==> config.mk <==
export PLATFORM = sky130hd
export DESIGN_NAME = static_branch_predictor
export DESIGN_NICKNAME = d
export VERILOG_FILES = /design/src/rtl/sbp_pkg.sv /design/src/rtl/sbp_policy.sv /design/src/rtl/sbp_record.sv /design/src/rtl/sbp_counters.sv /design/src/rtl/static_branch_predictor.sv
export SDC_FILE = /design/constraint.sdc
export NUM_CORES = 1
export LEC_CHECK = 0
export ABC_AREA = 1
export BUFFER_PORTS_ARGS = -buffer_cell sky130_fd_sc_hd__buf_2
export CORE_MARGIN = 5
export CORE_UTILIZATION = 60
export CTS_BUF_LIST = sky130_fd_sc_hd__clkbuf_16
export DETAILED_ROUTE_END_ITERATION = 8
export GPL_TIMING_DRIVEN = 0
export PLACE_DENSITY = 0.86
export SLEW_MARGIN = 20
export SYNTH_ARGS = -nofsm -noshare
export SYNTH_HDL_FRONTEND = slang
export SYNTH_SLANG_ARGS = --single-unit
==> constraint.sdc <==
create_clock -name clk -period 8.44 [get_ports clk]
set_clock_uncertainty 0.2 [all_clocks]
set_input_delay 0.844 -clock clk [delete_from_list [all_inputs] [get_ports clk]]
set_output_delay 0.844 -clock clk [all_outputs]
set_load 0.03 [all_outputs]
==> src/rtl/sbp_pkg.sv <==
// Package: shared policy type, per-branch record type and mode decode.
// Assumes a two-bit policy select; the unused code maps to always-taken.
package sbp_pkg;

    typedef enum logic [1:0] {
        POL_ALWAYS = 2'b00,
        POL_SIGN   = 2'b01,
        POL_HINT   = 2'b10
    } policy_e;

    localparam int NUM_POL = 3;

    typedef struct packed {
        logic    taken;
        policy_e pol;
    } branch_rec_t;

    // Map the raw select onto a policy; the spare code falls back to always-taken.
    function automatic policy_e decode_mode(input logic [1:0] sel);
        case (sel)
            2'b01:   return POL_SIGN;
            2'b10:   return POL_HINT;
            default: return POL_ALWAYS;
        endcase
    endfunction

endpackage

==> src/rtl/sbp_policy.sv <==
// Module: sbp_policy
// Chooses the static direction and the next fetch address for one branch.
// Assumes a single delay slot, so the fall-through address is pc + 8, and a
// displacement counted in 4-byte words. Purely combinational.
module sbp_policy
    import sbp_pkg::*;
#(
    parameter int PC_W  = 32,
    parameter int OFF_W = 16
) (
    input  logic [1:0]       mode_i,
    input  logic [PC_W-1:0]  pc_i,
    input  logic [OFF_W-1:0] disp_i,
    input  logic             hint_i,
    output logic             taken_o,
    output policy_e          pol_o,
    output logic [PC_W-1:0]  target_o
);

    localparam int EXT_W = PC_W - OFF_W;

    logic [PC_W-1:0] disp_ext;
    logic [PC_W-1:0] taken_addr;
    logic [PC_W-1:0] fall_addr;

    // Select the policy and derive the direction from it.
    always_comb begin
        pol_o = decode_mode(mode_i);
        case (pol_o)
            POL_SIGN: taken_o = disp_i[OFF_W-1];
            POL_HINT: taken_o = hint_i;
            default:  taken_o = 1'b1;
        endcase
    end

    // Form both candidate addresses: branch target and past the delay slot.
    always_comb begin
        disp_ext   = {{EXT_W{disp_i[OFF_W-1]}}, disp_i};
        taken_addr = pc_i + PC_W'(4) + (disp_ext << 2);
        fall_addr  = pc_i + PC_W'(8);
    end

    // Pick the address that matches the direction.
    always_comb begin
        target_o = taken_o ? taken_addr : fall_addr;
    end

endmodule

==> src/rtl/sbp_record.sv <==
// Module: sbp_record
// Holds the direction and policy chosen for each in-flight branch tag.
// Assumes the tag space is small (2**TAG_W entries). The read is asynchronous
// and returns the value held before any write on the same edge.
module sbp_record
    import sbp_pkg::*;
#(
    parameter int TAG_W = 2
) (
    input  logic             clk,
    input  logic             rst_n,
    input  logic             wr_en_i,
    input  logic [TAG_W-1:0] wr_tag_i,
    input  branch_rec_t      wr_rec_i,
    input  logic [TAG_W-1:0] rd_tag_i,
    output branch_rec_t      rd_rec_o
);

    localparam int DEPTH = 1 << TAG_W;

    branch_rec_t slots_q [DEPTH];

    // Per-slot storage: cleared on reset, written when the fetch tag selects it.
    for (genvar s = 0; s < DEPTH; s++) begin : g_slot
        always_ff @(posedge clk) begin
            if (!rst_n) begin
                slots_q[s] <= '{taken: 1'b0, pol: POL_ALWAYS};
            end else if (wr_en_i && (wr_tag_i == TAG_W'(s))) begin
                slots_q[s] <= wr_rec_i;
            end
        end
    end

    // Look up the record for the resolving tag.
    always_comb begin
        rd_rec_o = slots_q[rd_tag_i];
    end

endmodule

==> src/rtl/sbp_counters.sv <==
// Module: sbp_counters
// Saturating event counters: all resolves, and misses split by policy.
// Assumes the miss flag and policy are valid in the same cycle as res_valid_i.
module sbp_counters
    import sbp_pkg::*;
#(
    parameter int CNT_W = 16
) (
    input  logic                     clk,
    input  logic                     rst_n,
    input  logic                     res_valid_i,
    input  logic                     miss_i,
    input  policy_e                  pol_i,
    output logic [CNT_W-1:0]         branch_cnt_o,
    output logic [NUM_POL*CNT_W-1:0] miss_cnt_o
);

    localparam logic [CNT_W-1:0] CNT_MAX = '1;

    logic [CNT_W-1:0] br_q;
    logic [CNT_W-1:0] miss_q [NUM_POL];

    // Count every resolve, stopping at the top value.
    always_ff @(posedge clk) begin
        if (!rst_n) begin
            br_q <= '0;
        end else if (res_valid_i && (br_q != CNT_MAX)) begin
            br_q <= br_q + 1'b1;
        end
    end

    assign branch_cnt_o = br_q;


    branch_step_chk: assert property (@(posedge clk) disable iff (!rst_n)
        ($past(rst_n) && $past(res_valid_i) && ($past(br_q) != CNT_MAX))
            |-> (br_q == CNT_W'($past(br_q) + 1'b1)));

    for (genvar p = 0; p < NUM_POL; p++) begin : g_pol
        // Count misses charged to policy p, stopping at the top value.
        always_ff @(posedge clk) begin
            if (!rst_n) begin
                miss_q[p] <= '0;
            end else if (res_valid_i && miss_i && (int'(pol_i) == p)
                         && (miss_q[p] != CNT_MAX)) begin
                miss_q[p] <= miss_q[p] + 1'b1;
            end
        end

        assign miss_cnt_o[p*CNT_W +: CNT_W] = miss_q[p];


        miss_cause_chk: assert property (@(posedge clk) disable iff (!rst_n)
            ($past(rst_n) && (miss_q[p] != $past(miss_q[p])))
                |-> ($past(res_valid_i) && $past(miss_i)));
    end

endmodule

==> src/rtl/static_branch_predictor.sv <==
// Module: static_branch_predictor
// Top level: static prediction at fetch, per-tag record of the guess, and
// mispredict detection plus counting at resolve.
// Assumes at most one fetch and one resolve per cycle, and that a tag is not
// reused before its branch resolves (a reuse simply overwrites the record).
module static_branch_predictor
    import sbp_pkg::*;
#(
    parameter int PC_W  = 32,
    parameter int OFF_W = 16,
    parameter int TAG_W = 2,
    parameter int CNT_W = 16
) (
    input  logic                     clk,
    input  logic                     rst_n,
    input  logic [1:0]               mode_i,
    input  logic                     fetch_valid_i,
    input  logic [TAG_W-1:0]         fetch_tag_i,
    input  logic [PC_W-1:0]          pc_i,
    input  logic [OFF_W-1:0]         disp_i,
    input  logic                     hint_i,
    output logic                     pred_taken_o,
    output logic [PC_W-1:0]          pred_target_o,
    input  logic                     res_valid_i,
    input  logic [TAG_W-1:0]         res_tag_i,
    input  logic                     res_taken_i,
    output logic                     mispredict_o,
    output logic [CNT_W-1:0]         branch_count_o,
    output logic [3*CNT_W-1:0]       miss_count_o
);

    policy_e     fetch_pol;
    branch_rec_t new_rec;
    branch_rec_t old_rec;
    logic        miss_now;
    logic        mispredict_q;

    sbp_policy #(
        .PC_W  (PC_W),
        .OFF_W (OFF_W)
    ) u_policy (
        .mode_i   (mode_i),
        .pc_i     (pc_i),
        .disp_i   (disp_i),
        .hint_i   (hint_i),
        .taken_o  (pred_taken_o),
        .pol_o    (fetch_pol),
        .target_o (pred_target_o)
    );

    // Bundle the decision for storage under the fetch tag.
    always_comb begin
        new_rec = '{taken: pred_taken_o, pol: fetch_pol};
    end

    sbp_record #(
        .TAG_W (TAG_W)
    ) u_record (
        .clk      (clk),
        .rst_n    (rst_n),
        .wr_en_i  (fetch_valid_i),
        .wr_tag_i (fetch_tag_i),
        .wr_rec_i (new_rec),
        .rd_tag_i (res_tag_i),
        .rd_rec_o (old_rec)
    );

    // Compare the reported outcome with the stored guess.
    always_comb begin
        miss_now = res_valid_i && (old_rec.taken != res_taken_i);
    end

    // Register the miss into a one-cycle pulse.
    always_ff @(posedge clk) begin
        if (!rst_n) begin
            mispredict_q <= 1'b0;
        end else begin
            mispredict_q <= miss_now;
        end
    end

    assign mispredict_o = mispredict_q;

    sbp_counters #(
        .CNT_W (CNT_W)
    ) u_counters (
        .clk          (clk),
        .rst_n        (rst_n),
        .res_valid_i  (res_valid_i),
        .miss_i       (miss_now),
        .pol_i        (old_rec.pol),
        .branch_cnt_o (branch_count_o),
        .miss_cnt_o   (miss_count_o)
    );


    pulse_after_resolve_chk: assert property (@(posedge clk) disable iff (!rst_n)
        mispredict_o |-> $past(res_valid_i));


    always_taken_chk: assert property (@(posedge clk) disable iff (!rst_n)
        ((mode_i == 2'b00) || (mode_i == 2'b11)) |-> pred_taken_o);


    fall_through_chk: assert property (@(posedge clk) disable iff (!rst_n)
        !pred_taken_o |-> (pred_target_o == pc_i + PC_W'(8)));

endmodule

# Yosys cells after proc, flatten, opt, wreduce, memory -nomap -nowiden

Memory sizes are Yosys's and may differ from the RTL's.
Cells that the tools add are included.

$add $sub $neg: 7
Equal/unequal tests: 14
Multiplexer cells: 32
Bitwise gates (word level): 7
Reduce and logical (&&, ||, !) cells: 15

Operators with widths:

| cell                                                                  | number |
|---|---|
| 16-bit by 1-bit adder with 16-bit output, second input constant       | 4 |
| 16-bit inequality test, second input constant                         | 4 |
| 16-bit 2-to-1 mux                                                     | 3 |
| 32-bit by 3-bit adder with 32-bit output, second input constant       | 1 |
| 32-bit adder                                                          | 1 |
| 32-bit by 4-bit adder with 32-bit output, second input constant       | 1 |
| 32-bit 2-to-1 mux                                                     | 1 |
| 1-bit 2-to-1 mux                                                      | 22 |
| 1-bit logical AND                                                     | 13 |
| 2-bit equality test, second input constant                            | 6 |
| 3-bit 2-to-1 mux                                                      | 4 |
| 1-bit bitwise OR                                                      | 7 |
| 2-bit by 1-bit equality test with 1-bit output, second input constant | 3 |
| 2-bit logical NOT                                                     | 2 |
| 2-bit case mux with 2 select lines                                    | 1 |
| 1-bit case mux with 2 select lines                                    | 1 |
| 1-bit inequality test                                                 | 1 |

Bits in registers: 17
RAM bits: 60
Input bits: 60
Output and inout bits: 98
Word-level logic and storage cells: 79
Memories kept: 2

Memories:

| memory            | words | width | read ports | clocked after Yosys merged registers in | wr ports | RTL line           | source |
|---|---|---|---|---|---|---|---|
| u_counters.miss_q | 3     | 16    | 3          | 0                                       | 3        | sbp_counters.sv:21 | `logic [CNT_W-1:0] miss_q [NUM_POL];` |
| u_record.slots_q  | 4     | 3     | 1          | 0                                       | 4        | sbp_record.sv:21   | `branch_rec_t slots_q [DEPTH];` |

# Logic depth before layout (Yosys ltp)

An unclocked memory read counts as a cell.

Depth in word-level cells: 10
Mapped depth: 14
Gate-level depth less buffers: 14

# Cells and area by module

From an unflattened synthesis, not the netlist that was laid out.

Cell total of the unflattened synthesis: 1,268
Area, all modules: 8,134.1 um^2

Modules (own cells, without submodules):

| module                  | times used | cells each | area an instance (um^2) | sequential area each (um^2) |
|---|---|---|---|---|
| sbp_counters            | 1          | 467        | 3,759.9                 | 1,761.7 |
| sbp_policy              | 1          | 715        | 3,686.0                 | 0.0 |
| sbp_record              | 1          | 79         | 639.4                   | 360.3 |
| static_branch_predictor | 1          | 7          | 48.8                    | 20.0 |

# Worst setup path before layout

OpenSTA, ideal clock, no wires.

Path type: input port to output port
Start: input port pc_i[3]
End: output port pred_target_o[25]
Arrival time: 3,066 ps
Data required time: 7,396 ps
Path slack: 4,330 ps
Stages on the path: 12
Buffers on the path: 0
Path through: ha_1 > ha_1 > fa_1 > nand3_1 > nand3_1 > nand2_1 > nand2_1 > nand2_1 > nand3_1 > nand2_1 > nand2_1 > o21ai_0

Longest elaborated chain between the ends: 3
Elaborated cells between the ends (all ways): 4
Those cells by class: 3 x add/sub; 1 x mux

RTL lines:

| item                                     | RTL line                      | source |
|---|---|---|
| start, declared                          | static_branch_predictor.sv:19 | `input logic [PC_W-1:0] pc_i,` |
| 32-bit by 3-bit adder with 32-bit output | sbp_policy.sv:39              | `taken_addr = pc_i + PC_W'(4) + (disp_ext << 2);` |
| 32-bit adder                             | sbp_policy.sv:39              |  |
| 32-bit 2-to-1 mux (*)                    | sbp_policy.sv:45              | `target_o = taken_o ? taken_addr : fall_addr;` |
| end, declared                            | static_branch_predictor.sv:23 | `output logic [PC_W-1:0] pred_target_o,` |

Every way passes the cells marked *; elsewhere a longest branch is shown, timed or not.

# Worst setup path after layout

Start: input port pc_i[3]
End: output port pred_target_o[23]

The elaborated chain is that of the path after synthesis.

==> metrics.yaml <==
floorplan:
  die_area_mm2: 0.0155
  core_region_area_mm2: 0.0127
  placement_row_count: 41
  die_height_um: 124
  ios: 158
  floorplan.initialDensity: 0.617
  die-width_um: 124
clock_network:
  clkTransAtPathRegs_ns: 0.06
  cts_tree: "built"
  postCtsResizedCells: 0
  clock_sinks: 77
  cts-root-to-sink-buffers: 2
  cts_inserted_buffers: 9
  postCtsSetupRepairBufs: 0
  maximum_level_of_the_cts_h_tree: 3
  clk_root_buffer_cell: "sky130_fd_sc_hd__clkbuf_16"
  cts-hold-fix-buffers: 0
  clkLatencyLatePin_ns: 0.34
setup_path:
  setup.worst_path.start_class: "input pin"
  worstPathRequired_ns: 7.40
  critPathArrivalTime_ns: 3.25
  crit_path_max_fanout: 5
  worstSetupPathType: "in2out"
  setup.worst_path.end_class: "output port"
sta:
  finalWorstPathRequiredPeriod_ns: 4.29
  setup-violations-final: 0
  final_count_of_pins_violating_max_slew: 0
  fin_crit_sh: 0.509
  slew-limit-headroom: 0.441
  fmax_ghz: 0.233
  fin_tns_setup_ns: 0
  hold_slack_ns: 0.308
  worstMarginPinSlew_ns: 0.838
  rsz0062_at_grt: "no"
  report.final.hold_viol_count: 0
synthesis:
  ys_dominant_reg_cell: "sky130_fd_sc_hd__edfxtp_1"
  synth.net_count: 1325
  netlist_area_before_placement_mm2: 0.00785
  synth_area_per_cell_um2: 6.55
  syn-instance-count: 1198
  ys.warnings.count: 0
  ys_types: 39
  yosysSeqAreaShare: 0.273
  async_reset_ff_frac: 0
  synth_enable_flop_cells: 60
  ys_seq_elements: 77
drt:
  wl_um: 23200
  wl_met3_um: 1960
  wire_per_inst_um: 15.0
  drt-pass1-iter-count: 7
  drt-initial-drc-count: 833
  drc_errors: 0
  route.top_layer_used: "met4"
  routed-wl-met2_um: 11100
  wl_met1_um: 9430
  drt-vias-per-instance: 5.46
  drtAntennaViolNets: 0
  dr_total_vias: 8425
global_route:
  first_pass_grt_wire_length_um: 37900
  grt_remaining_overflow: 0
  grtUsageTotal: 0.291
  antenna_found_initial: 1
  grt_start_max_net_pins: 17
  grt_pass1_vias: 8009
cells_and_area:
  share_of_final_layout_standard_cells_stronger_than_drive_strength_1: 0.167
  mostFrequentLayoutCell: "sky130_fd_sc_hd__nand2_1"
  mostFrequentLayoutCells: "377 x sky130_fd_sc_hd__nand2_1, 180 x sky130_fd_sc_hd__inv_1, 155 x sky130_fd_sc_hd__buf_2"
  areaGrowthSynthToFinish_pct: 17.0
  nets: 1491
power:
  p_per_cell_area_mw_per_mm2: 147
  worst_ir_drop_vdd_uv: 96.5
  total_leakage_power_nw: 4.65
run:
  maxCapViolations: 0
worst_hold_path:
  holdCritPathClass: "reg2reg"
placed_design:
  dp_hpwl_um: 18300
  io_buffers: 153
  routabilityCongestion: 0.999
run_status:
  outcome: "finished, final reports clean"
per-layer routing:
metal | up-vias | global-route usage
met5 | - | 0
met4 | 0 | 0.108
met3 | 57 | 0.0463
met2 | 420 | 0.496
met1 | 3774 | 0.372
li1 | 4174 | -
report_power, final:
group / total, mW / leakage, nW / switching [mW] / internal (mW)
clock network: 0.398 / 0.147 / 0.166 / 0.233
logic: 0.498 / 3.74 / 0.349 / 0.149
registers: 0.449 / 0.756 / 0.0193 / 0.430
total: 1.35 / 4.65 / 0.534 / 0.811
layout make-up:
type	instances	area (um^2)
fill	1073	3550
buffer	17	96.3
timing repair buffer	155	788
clock inverter	7	77.6
tap	172	215
sequential	77	2140
inverter	181	679
antenna	1	2.50
multi-input combinational	923	4950
clock buffer	9	225
flip-flops by register name, indices dropped and copies added (netlist names):
signal / count
mispredict_o: 1
u_counters.miss_q: 48
u_counters.branch_cnt_o: 16
u_record.slots_q: 12
through the flow:
stage                      util  cell area [um^2]  cells  worst slack, ns  power, mW
after floorplan               -              7850   1198             4.33      0.794
after CTS                 0.721              9170   1541             4.19       1.34
after global routing      0.721              9180   1542             4.01       1.41
after global placement    0.694              8830   1523             4.23      0.933
after detailed placement  0.697              8870   1525             4.19      0.944
final                     0.721              9180   1542             4.15       1.35
final timing paths:
| check | startpoint | depth (start not counted) | slack [ns] | to |
|---|---|---|---|---|
| max | pc_i[3] | 14 | 4.15 | pred_target_o[23] |
| min | u_counters.branch_cnt_o[15]$_SDFFE_PN0P_ | 2 | 0.31 | u_counters.branch_cnt_o[15]$_SDFFE_PN0P_ |
| max reg2reg | u_counters.miss_q[2][0]$_SDFFCE_PN0P_ | 8 | 5.86 | u_counters.miss_q[2][10]$_SDFFCE_PN0P_ |
| min reg2reg | u_counters.branch_cnt_o[15]$_SDFFE_PN0P_ | 2 | 0.31 | u_counters.branch_cnt_o[15]$_SDFFE_PN0P_ |
logic make-up (layout without fill, tap and decap cells):
family | Yosys count | count (layout) | share of synthesized area
fa+ha+maj | 67 | 67 | 0.108
xor+xnor | 52 | 52 | 0.0580
simple gates | 707 | 707 | 0.398
compound gates | 97 | 97 | 0.0647
other cells | 0 | 1 | 0
flops | 77 | 77 | 0.273
buf+inv | 198 | 369 | 0.0989
synthesized netlist by cell type (all sizes together), types with 2 or more instances:
cell,number,area [um^2]
nand2,379,1430
inv,181,679
nor2,156,669
nand3,88,468
ha,66,826
edfxtp,60,1800
a21oi,51,255
o21ai,38,190
xor2,38,333
nor3,28,150
nand4,27,199
dfxtp,17,340
nand3b,14,105
xnor2,14,123
clkbuf,10,37.5
or2,10,62.6
buf,7,58.8
o21bai,4,30.0
nor4,2,12.5
critical path: stages:
cell and delay [ns]:
sky130_fd_sc_hd__buf_2 0.14, sky130_fd_sc_hd__ha_1 0.30, sky130_fd_sc_hd__ha_1 0.25, sky130_fd_sc_hd__fa_1 0.45
sky130_fd_sc_hd__nand3_1 0.11, sky130_fd_sc_hd__nand3_1 0.18, sky130_fd_sc_hd__nand3_1 0.13, sky130_fd_sc_hd__nand3b_1 0.20
sky130_fd_sc_hd__nand2_1 0.15, sky130_fd_sc_hd__nand2_1 0.06, sky130_fd_sc_hd__nand2_1 0.06, sky130_fd_sc_hd__nand3_1 0.06
sky130_fd_sc_hd__nand2_1 0.11, sky130_fd_sc_hd__buf_2 0.20
Power figures use the tool's default switching activity.
